### src/rtl/chain_timer_pkg.sv
package chain_timer_pkg;
  typedef enum logic [1:0] {
    MODE_ONESHOT  = 2'd0,
    MODE_PERIODIC = 2'd1,
    MODE_PWM      = 2'd2,
    MODE_RSVD     = 2'd3
  } tmode_e;

  // Packed from MSB: bit 10 down to bit 0.
  typedef struct packed {
    logic   adc_en;
    logic   dma_en;
    logic   to_ie;
    logic   match_ie;
    logic   wait_trig;
    logic   snap_en;
    logic   defer;
    logic   count_up;
    tmode_e mode;
    logic   enable;
  } cfg_t;

  localparam int CFG_W = $bits(cfg_t);

  localparam logic [2:0] A_CFG    = 3'd0;
  localparam logic [2:0] A_LOAD   = 3'd1;
  localparam logic [2:0] A_PRE    = 3'd2;
  localparam logic [2:0] A_MATCH  = 3'd3;
  localparam logic [2:0] A_COUNT  = 3'd4;
  localparam logic [2:0] A_PSCNT  = 3'd5;
  localparam logic [2:0] A_STATUS = 3'd6;
  localparam logic [2:0] A_MASKED = 3'd7;
endpackage

### src/rtl/ct_regs.sv
module ct_regs import chain_timer_pkg::*; #(
  parameter int DATA_W = 32,
  parameter int CNT_W  = 16,
  parameter int ADDR_W = 3
) (
  input  logic              clk,
  input  logic              rst_n,
  input  logic              wr_en,
  input  logic [ADDR_W-1:0] wr_addr,
  input  logic [DATA_W-1:0] wr_data,
  input  logic              to_evt,
  input  logic              match_evt,
  output cfg_t              cfg,
  output logic [CNT_W-1:0]  match_val,
  output logic [1:0]        status,
  output logic [1:0]        masked,
  output logic              load_wr,
  output logic              ps_wr,
  output logic              dma_trig,
  output logic              adc_trig
);
  cfg_t             cfg_q;
  logic [CNT_W-1:0] match_q;
  logic [1:0]       stat_q;
  logic [1:0]       clr;
  logic             cfg_wr;
  logic             unused_hi;

  assign unused_hi = ^wr_data[DATA_W-1:CNT_W];
  assign cfg_wr  = wr_en && (wr_addr == ADDR_W'(A_CFG));
  assign load_wr = wr_en && (wr_addr == ADDR_W'(A_LOAD));
  assign ps_wr   = wr_en && (wr_addr == ADDR_W'(A_PRE));
  assign clr     = (wr_en && wr_addr == ADDR_W'(A_STATUS)) ? wr_data[1:0] : 2'b00;

  always_ff @(posedge clk) begin
    if (!rst_n) begin
      cfg_q   <= '0;
      match_q <= '0;
      stat_q  <= '0;
    end else begin
      if (cfg_wr)
        cfg_q <= cfg_t'(wr_data[CFG_W-1:0]);
      else if (to_evt && cfg_q.mode == MODE_ONESHOT)
        cfg_q.enable <= 1'b0;
      if (wr_en && wr_addr == ADDR_W'(A_MATCH))
        match_q <= wr_data[CNT_W-1:0];
      // new events win over a clear in the same cycle
      stat_q <= (stat_q & ~clr) | {match_evt, to_evt};
    end
  end

  assign cfg       = cfg_q;
  assign match_val = match_q;
  assign status    = stat_q;
  assign masked    = stat_q & {cfg_q.match_ie, cfg_q.to_ie};
  assign dma_trig  = match_evt && cfg_q.match_ie && cfg_q.dma_en;
  assign adc_trig  = match_evt && cfg_q.match_ie && cfg_q.adc_en;

  assert_to_sets_status_R12: assert property (@(posedge clk) disable iff (!rst_n)
    to_evt |=> stat_q[0]);
  assert_oneshot_stops_R7: assert property (@(posedge clk) disable iff (!rst_n)
    (to_evt && cfg_q.mode == MODE_ONESHOT && !cfg_wr) |=> !cfg_q.enable);
  assert_trig_has_match_R11: assert property (@(posedge clk) disable iff (!rst_n)
    (dma_trig || adc_trig) |=> stat_q[1]);
endmodule

### src/rtl/ct_core.sv
module ct_core import chain_timer_pkg::*; #(
  parameter int DATA_W = 32,
  parameter int CNT_W  = 16,
  parameter int PS_W   = 8
) (
  input  logic              clk,
  input  logic              rst_n,
  input  cfg_t              cfg,
  input  logic              load_wr,
  input  logic              ps_wr,
  input  logic [DATA_W-1:0] wr_data,
  input  logic [CNT_W-1:0]  match_val,
  input  logic              chain_in,
  output logic [CNT_W-1:0]  cnt,
  output logic [CNT_W-1:0]  load_pend,
  output logic [CNT_W-1:0]  snap_cnt,
  output logic [PS_W-1:0]   ps_cnt,
  output logic [PS_W-1:0]   ps_pend,
  output logic [PS_W-1:0]   snap_ps,
  output logic              to_evt,
  output logic              match_evt,
  output logic              pwm_out
);
  localparam logic [CNT_W-1:0] C_ONE = CNT_W'(1);
  localparam logic [PS_W-1:0]  P_ONE = PS_W'(1);

  logic [CNT_W-1:0] cnt_q, load_act_q, load_nxt_q, snap_cnt_q;
  logic [PS_W-1:0]  ps_q, ps_act_q, ps_nxt_q, snap_ps_q;
  logic             en_q, started_q;
  logic             en_rise, running, tick, at_end, imm;
  logic [CNT_W-1:0] wd_cnt;
  logic [PS_W-1:0]  wd_ps;
  logic             unused_hi;

  assign unused_hi = ^wr_data[DATA_W-1:CNT_W];
  assign wd_cnt  = wr_data[CNT_W-1:0];
  assign wd_ps   = wr_data[PS_W-1:0];
  assign en_rise = cfg.enable && !en_q;
  assign running = cfg.enable && started_q;
  assign tick    = (ps_q == '0);
  assign imm     = !cfg.defer || cfg.count_up;
  assign at_end  = cfg.count_up ? (cnt_q >= load_act_q) : (cnt_q == '0);
  assign to_evt  = running && tick && at_end;
  assign match_evt = running && tick && (cnt_q == match_val) &&
                     (cfg.mode == MODE_ONESHOT || cfg.mode == MODE_PERIODIC);
  assign pwm_out = running && (cfg.mode == MODE_PWM) && (cnt_q > match_val);

  always_ff @(posedge clk) begin
    if (!rst_n) begin
      en_q <= 1'b0;      started_q  <= 1'b0;
      cnt_q <= '0;       load_act_q <= '0;  load_nxt_q <= '0;
      ps_q <= '0;        ps_act_q   <= '0;  ps_nxt_q   <= '0;
      snap_cnt_q <= '0;  snap_ps_q  <= '0;
    end else begin
      en_q <= cfg.enable;
      if (!cfg.enable)                          started_q <= 1'b0;
      else if (!cfg.wait_trig || chain_in)      started_q <= 1'b1;

      if (load_wr) load_nxt_q <= wd_cnt;
      if (ps_wr)   ps_nxt_q   <= wd_ps;

      // active load and prescale values
      if (en_rise) begin
        load_act_q <= load_nxt_q;
        ps_act_q   <= ps_nxt_q;
      end else begin
        if (load_wr && (imm || !cfg.enable))  load_act_q <= wd_cnt;
        else if (to_evt && !imm)              load_act_q <= load_nxt_q;
        if (ps_wr && (imm || !cfg.enable))    ps_act_q <= wd_ps;
        else if (to_evt && !imm)              ps_act_q <= ps_nxt_q;
      end

      // counter
      if (en_rise)
        cnt_q <= cfg.count_up ? '0 : load_nxt_q;
      else if (load_wr && cfg.enable && !cfg.count_up && !cfg.defer)
        cnt_q <= wd_cnt;
      else if (to_evt) begin
        if (cfg.mode != MODE_ONESHOT)
          cnt_q <= cfg.count_up ? '0 : (imm ? load_act_q : load_nxt_q);
      end else if (running && tick)
        cnt_q <= cfg.count_up ? cnt_q + C_ONE : cnt_q - C_ONE;

      // prescaler
      if (en_rise)
        ps_q <= ps_nxt_q;
      else if (ps_wr && cfg.enable && imm)
        ps_q <= wd_ps;
      else if (running)
        ps_q <= tick ? ((to_evt && !imm) ? ps_nxt_q : ps_act_q) : ps_q - P_ONE;

      if (to_evt && cfg.snap_en && cfg.mode == MODE_PERIODIC) begin
        snap_cnt_q <= cnt_q;
        snap_ps_q  <= ps_q;
      end
    end
  end

  assign cnt       = cnt_q;
  assign ps_cnt    = ps_q;
  assign load_pend = load_nxt_q;
  assign ps_pend   = ps_nxt_q;
  assign snap_cnt  = snap_cnt_q;
  assign snap_ps   = snap_ps_q;

  assert_wait_holds_R9: assert property (@(posedge clk) disable iff (!rst_n)
    (cfg.enable && en_q && !started_q && !load_wr && !ps_wr) |=> $stable(cnt_q));
  assert_ps_bound_R2: assert property (@(posedge clk) disable iff (!rst_n)
    running |-> (ps_q <= ps_act_q));
endmodule

### src/rtl/chain_timer.sv
module chain_timer import chain_timer_pkg::*; #(
  parameter int DATA_W = 32,
  parameter int CNT_W  = 16,
  parameter int PS_W   = 8,
  parameter int ADDR_W = 3
) (
  input  logic              clk,
  input  logic              rst_n,
  input  logic              wr_en,
  input  logic [ADDR_W-1:0] wr_addr,
  input  logic [DATA_W-1:0] wr_data,
  input  logic [ADDR_W-1:0] rd_addr,
  output logic [DATA_W-1:0] rd_data,
  input  logic              chain_in,
  output logic              chain_out,
  output logic              pwm_out,
  output logic              irq,
  output logic              dma_match_trig,
  output logic              adc_match_trig
);
  cfg_t             cfg;
  logic [CNT_W-1:0] match_val, cnt, load_pend, snap_cnt;
  logic [PS_W-1:0]  ps_cnt, ps_pend, snap_ps;
  logic [1:0]       status, masked;
  logic             load_wr, ps_wr, to_evt, match_evt, snap_sel;

  ct_regs #(.DATA_W(DATA_W), .CNT_W(CNT_W), .ADDR_W(ADDR_W)) regs_i (
    .clk(clk), .rst_n(rst_n), .wr_en(wr_en), .wr_addr(wr_addr), .wr_data(wr_data),
    .to_evt(to_evt), .match_evt(match_evt), .cfg(cfg), .match_val(match_val),
    .status(status), .masked(masked), .load_wr(load_wr), .ps_wr(ps_wr),
    .dma_trig(dma_match_trig), .adc_trig(adc_match_trig));

  ct_core #(.DATA_W(DATA_W), .CNT_W(CNT_W), .PS_W(PS_W)) core_i (
    .clk(clk), .rst_n(rst_n), .cfg(cfg), .load_wr(load_wr), .ps_wr(ps_wr),
    .wr_data(wr_data), .match_val(match_val), .chain_in(chain_in),
    .cnt(cnt), .load_pend(load_pend), .snap_cnt(snap_cnt), .ps_cnt(ps_cnt),
    .ps_pend(ps_pend), .snap_ps(snap_ps), .to_evt(to_evt), .match_evt(match_evt),
    .pwm_out(pwm_out));

  assign snap_sel  = cfg.snap_en && (cfg.mode == MODE_PERIODIC);
  assign chain_out = to_evt;
  assign irq       = |masked;

  always_comb begin
    unique case (rd_addr)
      ADDR_W'(A_CFG):    rd_data = DATA_W'(cfg);
      ADDR_W'(A_LOAD):   rd_data = DATA_W'(load_pend);
      ADDR_W'(A_PRE):    rd_data = DATA_W'(ps_pend);
      ADDR_W'(A_MATCH):  rd_data = DATA_W'(match_val);
      ADDR_W'(A_COUNT):  rd_data = DATA_W'(snap_sel ? snap_cnt : cnt);
      ADDR_W'(A_PSCNT):  rd_data = DATA_W'(snap_sel ? snap_ps : ps_cnt);
      ADDR_W'(A_STATUS): rd_data = DATA_W'(status);
      default:           rd_data = DATA_W'(masked);
    endcase
  end
endmodule

### config.mk
export PLATFORM = sky130hd
export DESIGN_NAME = chain_timer
export DESIGN_NICKNAME = d
export VERILOG_FILES = /design/src/rtl/chain_timer_pkg.sv /design/src/rtl/ct_regs.sv /design/src/rtl/ct_core.sv /design/src/rtl/chain_timer.sv
export SDC_FILE = /design/constraint.sdc
export NUM_CORES = 1
export LEC_CHECK = 0
export BUFFER_PORTS_ARGS = -buffer_cell sky130_fd_sc_hd__clkbuf_2
export CAP_MARGIN = 20
export CELL_PAD_IN_SITES_DETAIL_PLACEMENT = 2
export CELL_PAD_IN_SITES_GLOBAL_PLACEMENT = 2
export CORE_MARGIN = 2
export CORE_UTILIZATION = 35
export DETAILED_ROUTE_END_ITERATION = 6
export GPL_TIMING_DRIVEN = 0
export PLACE_DENSITY_LB_ADDON = 0.1
export REMOVE_ABC_BUFFERS = 1
export SYNTH_ARGS = -nofsm -noshare
export SYNTH_HDL_FRONTEND = slang
export SYNTH_SLANG_ARGS = --single-unit
### constraint.sdc
create_clock -name clk -period 3.9 [get_ports clk]
set_clock_uncertainty 0.2 [all_clocks]
set_input_delay 0.39 -clock clk [delete_from_list [all_inputs] [get_ports clk]]
set_output_delay 0.39 -clock clk [all_outputs]
set_load 0.01 [all_outputs]
==> reports/results.ini, run 1 <==
[worst_setup_path]
required_ns = 3.31
path_class = flip-flop to output pin
cp-end-kind = output pin
cp.depth = 9
worstPathCellList = inv_1 > ha_1 > nand2b_1 > a31oi_1 > o21ai_0 > a211oi_4 > nor3_4 > buf_6 > clkbuf_2
cp_slowest_cell = o21ai_0
crit_arrival_ns = 3.24
start_kind = flip-flop
max_stage_delay_ns = 0.60
ff2ff_path_depth = 10
cp_top_family = compound AO/OA/AOI/OAI gates
critPathBufInv = 3
critPathMaxFanout = 9

[routing]
vias_per_cell = 5.91
vias = 8160
drt_iter0_drc = 594
wire_per_inst_microns = 25.5
dr.pass1.iters = 5
drt_wl_total_mm = 35.2
ant_nets = 0
drc = 0

[synth]
yosysTopAreaCell = dfxtp_1
ys_seq_area_share_pct = 31.0
synth_area_leaders = dfxtp_1 (31%), nand2_1 (8.8%), ha_1 (7.2%), a21oi_1 (6.7%), mux2i_1 (6.5%)
synth_edf_count = 0
synth_top_area_share_pct = 31.0
async_reset_ff_share_pct = 0
synth_ff_type = dfxtp_1
syn-instance-count = 1042
avgSynthCellArea_sq_um = 7.86
synthTopCellsByCount = nand2_1 (192), dfxtp_1 (127), a21oi_1 (109), clkbuf_1 (58), o21ai_0 (56)
yosysWarnings = 0
synth_most_common_cell = nand2_1
synth_cell_types = 66
syn-cell-area_sq_um = 8190
synth_seq_cells = 127

[floorplanning]
die_width_microns = 157
dieArea_sq_um = 24600
start_util_pct = 36.0
ios = 79
fp.dieH_microns = 157
rows = 55
core_sq_um = 22800

[finish]
insertedDiodeCount = 0
nets = 1145
drive_gt1_share_pct = 13.4
fin_area_sq_um = 9480
syn_to_final_growth_pct = 15.8
fill_cells = 2625
final_cells = 1381

[placement]
dpl.hpwl_mm = 24.3
placed_cell_area_sq_um = 8740
numPortBuffers = 46
place_inst = 1339
gp_congestion = 0.801

[global_route]
track_usage_pct = 29.5
grt_first_pass_wirelength_mm = 54.3
grt_max_degree = 65
grt.met1_usage_pct = 40.7
gr-max-usage-layer = met2
grt_pass1_vias = 8617
antenna_found_initial = 0
gr-total-overflow = 0
use_met3_pct = 4.10
grtUsageMet2_pct = 48.9

[outcome]
status = finished, final reports clean

[sta]
slew_viol_final = 0
setup_total_negative_slack_ns = 0
final.period_utilization_pct = 98.1
max_freq_ghz = 0.261
worstMarginPinSlew_ns = 1.17
finalSetupViolCount = 0
period_needed_ns = 3.83
rsz0062_at_grt = no
relSlewSlack_pct = 22.0
hold_viol = 0

[min_path]
whs_path_depth = 3
hold_path.class = primary input to flip-flop

[pwr]
p_per_area_nw_per_um2 = 377
p_leak_nw = 3.70
vdd_ir_drop_max_uv = 227
p_total_w = 0.00357

[clock_network]
cts.clk_slew.worst_paths_ns = 0.06
cts_tree = done
clk_latency_ns = 0.43
cts_max_level = 4
numCtsBuffers = 17
cts-root-buf = clkbuf_16
clkSinkCount = 127
cts_buffer_depth = 2

[job]
cap_viol_max_count = 0

-- worst paths after layout --
path | from | endpoint | slack, ns
min | wr_data[11] | regs_i.match_val[11] | 0.04
max reg2reg | core_i.cnt[0] | core_i.ps_cnt[5] | 0.18
min reg2reg | core_i.snap_cnt[11] | core_i.snap_cnt[11] | 0.26
max | core_i.cnt[0] | chain_out | 0.07
-- cell families after synthesis --
| family | synth area share [%] |
|---|---|
| AND/OR/NAND/NOR | 18.4 |
| AO/OA/AOI/OAI | 24.1 |
| multiplexers | 10.2 |
| adder cells (fa/ha/maj) | 7.42 |
| buffers and inverters | 6.98 |
| XOR/XNOR | 1.82 |
| flip-flops | 31.0 |
| other | 0.0458 |
-- state kept, by name, summed over array words and instances, names as in the netlist --
signal             count
regs_i.status          2
core_i.ps_pend         8
core_i.ps_cnt          8
core_i.started_q       1
core_i.load_pend      16
regs_i.cfg            11
core_i.snap_ps         8
regs_i.match_val      16
core_i.cnt            16
core_i.en_q            1
core_i.load_act_q     16
core_i.ps_act_q        8
core_i.snap_cnt       16
-- metal layers --
metal,vias up,routed length [microns],share of wire [%]
met2,187,16600,47
met1,4184,16700,48
met5,-,0,0
met4,0,468,1.3
met3,34,1400,4.0
li1,3755,-,-
-- worst register-to-register path, cell delays in order (launching register included) --
cell      delay, ns
dfxtp_2        0.48
inv_1          0.11
ha_1           0.30
nand2b_1       0.16
a31oi_1        0.25
o21ai_0        0.33
a211oi_4       0.53
or3_1          0.60
mux2_4         0.36
o211ai_1       0.18
a21oi_1        0.10
-- stage by stage --
| step | worst slack, ns | util, % | hold slack, ns |
|---|---|---|---|
| after global routing | 0.0133 | 41.6 | 0.0435 |
| after global placement | -2.32 | 37.1 | 0.237 |
| after CTS | 0.0112 | 41.4 | 0.0265 |
| after floorplan | 0.353 | - | 0.229 |
| after detailed placement | -0.634 | 38.4 | 0.247 |
| final | 0.0727 | 41.6 | 0.0352 |
-- layout make-up --
class	instances	area (sq um)	area share, %
repair inverters	1	5.00	0.0528
flip-flops and latches	127	2550	26.9
clock buffers	19	443	4.67
well taps	313	392	4.13
repair buffers	68	586	6.18
multi-input cells	799	5180	54.7
clock inverters	13	163	1.72
inverters	41	160	1.69
-- cell usage in the layout, fill, tap and decap left out, types with 6 or more instances in the layout --
| master | synthesis | final |
|---|---|---|
| buf_4 | 16 | 6 |
| a21oi_1 | 109 | 109 |
| xor2_1 | 10 | 10 |
| mux2_4 | 7 | 7 |
| nand4_1 | 12 | 12 |
| a31oi_1 | 28 | 28 |
| xnor2_1 | 7 | 7 |
| a211oi_1 | 20 | 20 |
| clkbuf_16 | 0 | 17 |
| clkbuf_2 | 1 | 46 |
| dfxtp_1 | 127 | 123 |
| o21ai_0 | 56 | 56 |
| o22ai_1 | 16 | 16 |
| nor2_1 | 50 | 48 |
| a222oi_1 | 8 | 8 |
| nand3_1 | 8 | 7 |
| conb_1 | 1 | 16 |
| nor4_1 | 7 | 7 |
| nor2b_1 | 11 | 11 |
| mux2i_1 | 53 | 53 |
| o211ai_1 | 20 | 20 |
| nand2_1 | 192 | 192 |
| and3_1 | 12 | 12 |
| a21o_1 | 14 | 14 |
| buf_16 | 0 | 7 |
| mux4_2 | 7 | 7 |
| nor3_1 | 9 | 7 |
| inv_1 | 40 | 39 |
| ha_1 | 47 | 47 |
-- timing repair --
item	4_1_cts	5_1_grt
setup buffers	4	2
hold endpoints to repair	1	0
cloned	1	0
setup endpoints to repair	72	38
hold buffers	1	0
pin swaps	1	1
resized for setup	8	6
-- where the power goes --
group          switching, W  internal [W]  total, W
clock network      0.000682       0.00102   0.00171
registers         0.0000426       0.00133   0.00137
logic              0.000314      0.000183  0.000497
No activity file was read; power rests on OpenSTA's default activity.
==> inputs of run 2 (changes only) <==
--- a/config.mk
+++ b/config.mk
@@ -5,15 +5,15 @@
 export SDC_FILE = /design/constraint.sdc
 export NUM_CORES = 1
 export LEC_CHECK = 0
-export BUFFER_PORTS_ARGS = -buffer_cell sky130_fd_sc_hd__clkbuf_2
 export CAP_MARGIN = 20
 export CELL_PAD_IN_SITES_DETAIL_PLACEMENT = 2
 export CELL_PAD_IN_SITES_GLOBAL_PLACEMENT = 2
 export CORE_MARGIN = 2
 export CORE_UTILIZATION = 35
 export DETAILED_ROUTE_END_ITERATION = 6
+export DONT_BUFFER_PORTS = 1
 export GPL_TIMING_DRIVEN = 0
-export PLACE_DENSITY_LB_ADDON = 0.1
+export PLACE_DENSITY = 0.81
 export REMOVE_ABC_BUFFERS = 1
 export SYNTH_ARGS = -nofsm -noshare
 export SYNTH_HDL_FRONTEND = slang
==> reports/results.ini, run 2 (synthesis results as in run 1) <==
[outcome]
status = finished, violations left
violations = setup timing

[sta]
worstMarginPinSlew_ns = 1.09
hold_viol = 0
rsz0062_at_grt = yes
finalSetupViolCount = 4
period_needed_ns = 4.00
max_freq_ghz = 0.250
relSlewSlack_pct = 26.4
slew_viol_final = 0
final.period_utilization_pct = 103
setup_total_negative_slack_ns = -0.250
fin_ws_ns = -0.101

[global_route]
track_usage_pct = 31.5
grt_max_degree = 71
grt_first_pass_wirelength_mm = 57.8
grtUsageMet2_pct = 52.8
gr-max-usage-layer = met2
grt_pass1_vias = 9289
grt.met1_usage_pct = 38.7
use_met3_pct = 6.83
antenna_found_initial = 1
gr-total-overflow = 0

[floorplanning]
ios = 79
core_sq_um = 22800
dieArea_sq_um = 24600
start_util_pct = 36.0
die_width_microns = 157
rows = 55
fp.dieH_microns = 157

[finish]
final_cells = 1348
layout_commonest_cell = nand2_1
nets = 1112
syn_to_final_growth_pct = 14.3
drive_gt1_share_pct = 8.80
final_cell_mix = nand2_1 (192), dfxtp_1 (124), a21oi_1 (109)
fill_cells = 2548

[routing]
dr.pass1.iters = 7
wire_per_inst_microns = 28.1
drc = 0
ant_nets = 0
drt_wl_total_mm = 37.9
vias_per_cell = 6.35
vias = 8560
drt_iter0_drc = 819

[worst_setup_path]
crit_arrival_ns = 3.41
start_kind = flip-flop
critPathMaxFanout = 12
required_ns = 3.31
path_class = flip-flop to output pin
cp-end-kind = output pin

[clock_network]
clkSinkCount = 127
cts_max_level = 4
clk_latency_ns = 0.44
cts_buffer_depth = 2
cts_tree = done
cts-root-buf = clkbuf_16
cts.clk_slew.worst_paths_ns = 0.06
numCtsBuffers = 17

[pwr]
p_per_area_nw_per_um2 = 383
p_leak_nw = 3.55
vdd_ir_drop_max_uv = 298
p_total_w = 0.00358

[placement]
dpl.hpwl_mm = 23.8
place_inst = 1294
numPortBuffers = 0
gp_congestion = 0.878

[job]
cap_viol_max_count = 0

[min_path]
hold_path.class = primary input to flip-flop

## run 2: power by group
group | total (W) | switching [W] | leakage, nW | internal [W]
logic | 0.000489 | 0.000307 | 2.22 | 0.000183
registers | 0.00137 | 0.0000453 | 1.03 | 0.00133
clock network | 0.00172 | 0.000668 | 0.293 | 0.00105
total | 0.00358 | 0.00102 | 3.55 | 0.00256
## run 2: area by class of cell
class,instances,area [sq um],share of cell area [%]
diodes,1,2.50,0.0267
clock buffers,22,474,5.06
clock inverters,9,133,1.42
inverters,41,160,1.71
multi-input cells,799,5170,55.3
flip-flops and latches,127,2550,27.2
well taps,313,392,4.18
repair buffers,35,474,5.06
repair inverters,1,5.00,0.0535
## run 2: final timing paths
kind / startpoint / end / slack (ns) / cells past startpoint
worst min register to register: core_i.snap_cnt[10] / core_i.snap_cnt[10] / 0.25 / 2
worst min-delay path: wr_data[4] / core_i.load_act_q[4] / 0.004 / 2
worst max-delay path: core_i.ps_cnt[2] / chain_out / -0.10 / 6
worst max register to register: core_i.cnt[0] / core_i.load_act_q[0] / -0.06 / 10
## run 2: routing by layer
layer	routed length (microns)	vias to the layer above
li1	-	3694
met1	15600	4405
met2	18200	355
met3	2560	106
met4	1600	0
met5	0	-
## run 2: timing repair
item | in CTS | in global routing
hold endpoints to repair | 98 | 0
gates cloned | 1 | 0
gates resized for setup | 6 | 6
endpoints found under the setup margin | 74 | 41
setup buffers | 3 | 0
hold buffers | 18 | 0
## run 2: per-stage QoR
stage          utilization [%]  setup WS, ns  instance area (sq um)  hold WS (ns)
6_report                  41.1        -0.101                   9360       0.00357
5_1_grt                   41.1        -0.220                   9360        0.0142
4_1_cts                   41.0       -0.0234                   9340       0.00132
3_5_place_dp              37.3        -0.754                   8500         0.250
3_3_place_gp              36.1         -2.03                   8220         0.238
2_1_floorplan                -         0.353                   7830         0.229
## run 2: critical path: stages, from the launching register on
cell and delay, ns:
dfxtp_1 0.40, nor4_4 0.36, nor2b_1 0.26, nand3b_1 0.46, or2_2 0.51, nor3_2 0.71
buf_6 0.25
==> inputs of run 3 (changes only) <==
--- a/config.mk
+++ b/config.mk
@@ -13,8 +13,9 @@
 export DETAILED_ROUTE_END_ITERATION = 6
 export DONT_BUFFER_PORTS = 1
 export GPL_TIMING_DRIVEN = 0
-export PLACE_DENSITY = 0.81
+export PLACE_DENSITY = 0.84
 export REMOVE_ABC_BUFFERS = 1
+export SLEW_MARGIN = 20
 export SYNTH_ARGS = -nofsm -noshare
 export SYNTH_HDL_FRONTEND = slang
 export SYNTH_SLANG_ARGS = --single-unit
==> constraint.sdc (replaced) <==
create_clock -name clk -period 3.6 [get_ports clk]
set_clock_uncertainty 0.2 [all_clocks]
set_input_delay 0 -clock clk [delete_from_list [all_inputs] [get_ports clk]]
set_output_delay 0 -clock clk [all_outputs]
set_load 0.01 [all_outputs]
==> reports/results.ini, run 3 (synthesis results as in run 1) <==
[routing]
vias = 9401
wire_per_inst_microns = 32.9
drc = 0
ant_nets = 0
drt_wl_total_mm = 45.1
dr.pass1.iters = 6
drt_iter0_drc = 1150
vias_per_cell = 6.86

[clock_network]
cts_tree = done
cts_max_level = 4
numCtsBuffers = 17
cts.clk_slew.worst_paths_ns = 0.07
cts-root-buf = clkbuf_16
cts_buffer_depth = 2
clkSinkCount = 127
clk_latency_ns = 0.46

[sta]
max_freq_ghz = 0.273
worstMarginPinSlew_ns = 1.08
relSlewSlack_pct = 27.7
final.period_utilization_pct = 102
holdWs_ns = 0.0230
hold_viol = 0
fin_ws_ns = -0.0630
setup_total_negative_slack_ns = -0.188
slew_viol_final = 0
finalSetupViolCount = 4
period_needed_ns = 3.66

[floorplanning]
fp.dieH_microns = 157
dieArea_sq_um = 24600
rows = 55
die_width_microns = 157
core_sq_um = 22800
start_util_pct = 36.0
ios = 79

[outcome]
violations = setup timing
status = finished, violations left

[pwr]
p_sw_share_pct = 29.4
p_switching_w = 0.00119
seq_power_share_pct = 36.8
pwr-share-comb_pct = 15.2
vdd_ir_drop_max_uv = 372
p_int_w = 0.00286
clockPowerShare_pct = 48.0
p_leak_nw = 3.67
p_per_area_nw_per_um2 = 421

[finish]
multiInputGateArea_sq_um = 5290
seq_area_sq_um = 2550
syn_to_final_growth_pct = 17.5
final_cell_mix = nand2_1 (191), dfxtp_1 (122), a21oi_1 (109)
insertedDiodeCount = 0
drive_gt1_share_pct = 10.4
layout_commonest_cell = nand2_1
fin_area_sq_um = 9620
nets = 1136
fill_cells = 2501

[worst_setup_path]
worstPathCellList = inv_1 > ha_1 > nand2b_1 > a31oi_1 > o21ai_1 > a211oi_4 > buf_12 > nor3_4 > buf_4 > o21ai_0 > o211ai_1 > a31oi_1
cp_slowest_cell = dfxtp_2
start_kind = flip-flop
crit_arrival_ns = 3.84
critPathMaxFanout = 9
cp_top_family = compound AO/OA/AOI/OAI gates
critPathBufInv = 3
path_common_cell = a31oi_1
max_stage_delay_ns = 0.50
required_ns = 3.77
path_class = flip-flop to flip-flop
cp-end-kind = flip-flop

[global_route]
grt_first_pass_wirelength_mm = 62.9
grt_pass1_vias = 9864
gr-total-overflow = 0
antenna_found_initial = 0
track_usage_pct = 34.5
grt_max_degree = 58

[min_path]
hold_path.class = primary input to output pin

[placement]
pre_cts_slack_ns = -0.912
gp_congestion = 0.868
dpl.hpwl_mm = 23.1
numPortBuffers = 0
placed_cell_area_sq_um = 8320

[job]
cap_viol_max_count = 0

[run 3: changes by cell type in the layout (fill, tap and decap cells not counted), sizes merged]
| cell | previous run | this run |
|---|---|---|
| clkbuf | 22 | 21 |
| o21bai | 2 | 3 |
| diode | 1 | 0 |
| dlygate4sd3 | 17 | 36 |
| or3 | 6 | 7 |
| bufinv | 3 | 4 |
| buf | 18 | 21 |
[run 3: timing repair]
action | 4_1_cts | 5_1_grt
pin swaps | 3 | 2
resized for setup | 15 | 9
hold buffers | 38 | 0
buffers inserted | 7 | 8
endpoints found under the hold margin | 124 | 0
gates cloned | 2 | 1
setup endpoints to repair | 75 | 65
[run 3: worst register-to-register path: cells and delay by family, from the launching register on]
kind / cells / cell delay [ns]
compound gates: 6 / 1.76
buf+inv: 3 / 0.53
flops: 1 / 0.50
fa+ha+maj: 1 / 0.33
simple gates: 2 / 0.25
[run 3: cell type report]
type | count | area share [%]
well taps | 313 | 4.07
multi-input cells | 801 | 54.9
repair inverters | 1 | 0.0520
flip-flops and latches | 127 | 26.5
clock buffers | 21 | 4.89
inverters | 41 | 1.66
repair buffers | 57 | 6.20
clock inverters | 10 | 1.65
[run 3: final timing paths]
check	from	end	slack, ns	cells past startpoint
setup / recovery	core_i.cnt[0]	core_i.cnt[0]	-0.06	12
hold reg to reg	core_i.snap_cnt[4]	core_i.snap_cnt[4]	0.26	2
hold / removal	rd_addr[2]	rd_data[6]	0.02	1
setup reg to reg	core_i.cnt[0]	core_i.cnt[0]	-0.06	12
[run 3: power by group through the flow]
stage / logic, W / clock network (W) / registers [W]
3_5_place_dp: 0.000446 / 0 / 0.00151
3_3_place_gp: 0.000415 / 0 / 0.00151
2_1_floorplan: 0.000320 / 0 / 0.00149
4_1_cts: 0.000552 / 0.00193 / 0.00148
5_1_grt: 0.000636 / 0.00200 / 0.00149
6_report: 0.000615 / 0.00194 / 0.00149
[run 3: metrics by stage]
stage / std cells / util (%) / power [W]
floorplan: 967 / - / 0.00181
detailed placement: 1284 / 36.5 / 0.00196
CTS: 1362 / 41.7 / 0.00397
finish: 1371 / 42.2 / 0.00405
global placement: 1280 / 36.1 / 0.00192
global route: 1371 / 42.2 / 0.00412
[run 3: routing by layer]
layer  share of wire (%)  track usage, %  vias to the layer above  wire (microns)
met5                   0               0                        -               0
li1                    -               -                     3740               -
met1                  38            40.6                     4704           17000
met2                  46            55.8                      714           20800
met3                 8.7            7.87                      243            3940
met4                 7.3            23.5                        0            3290
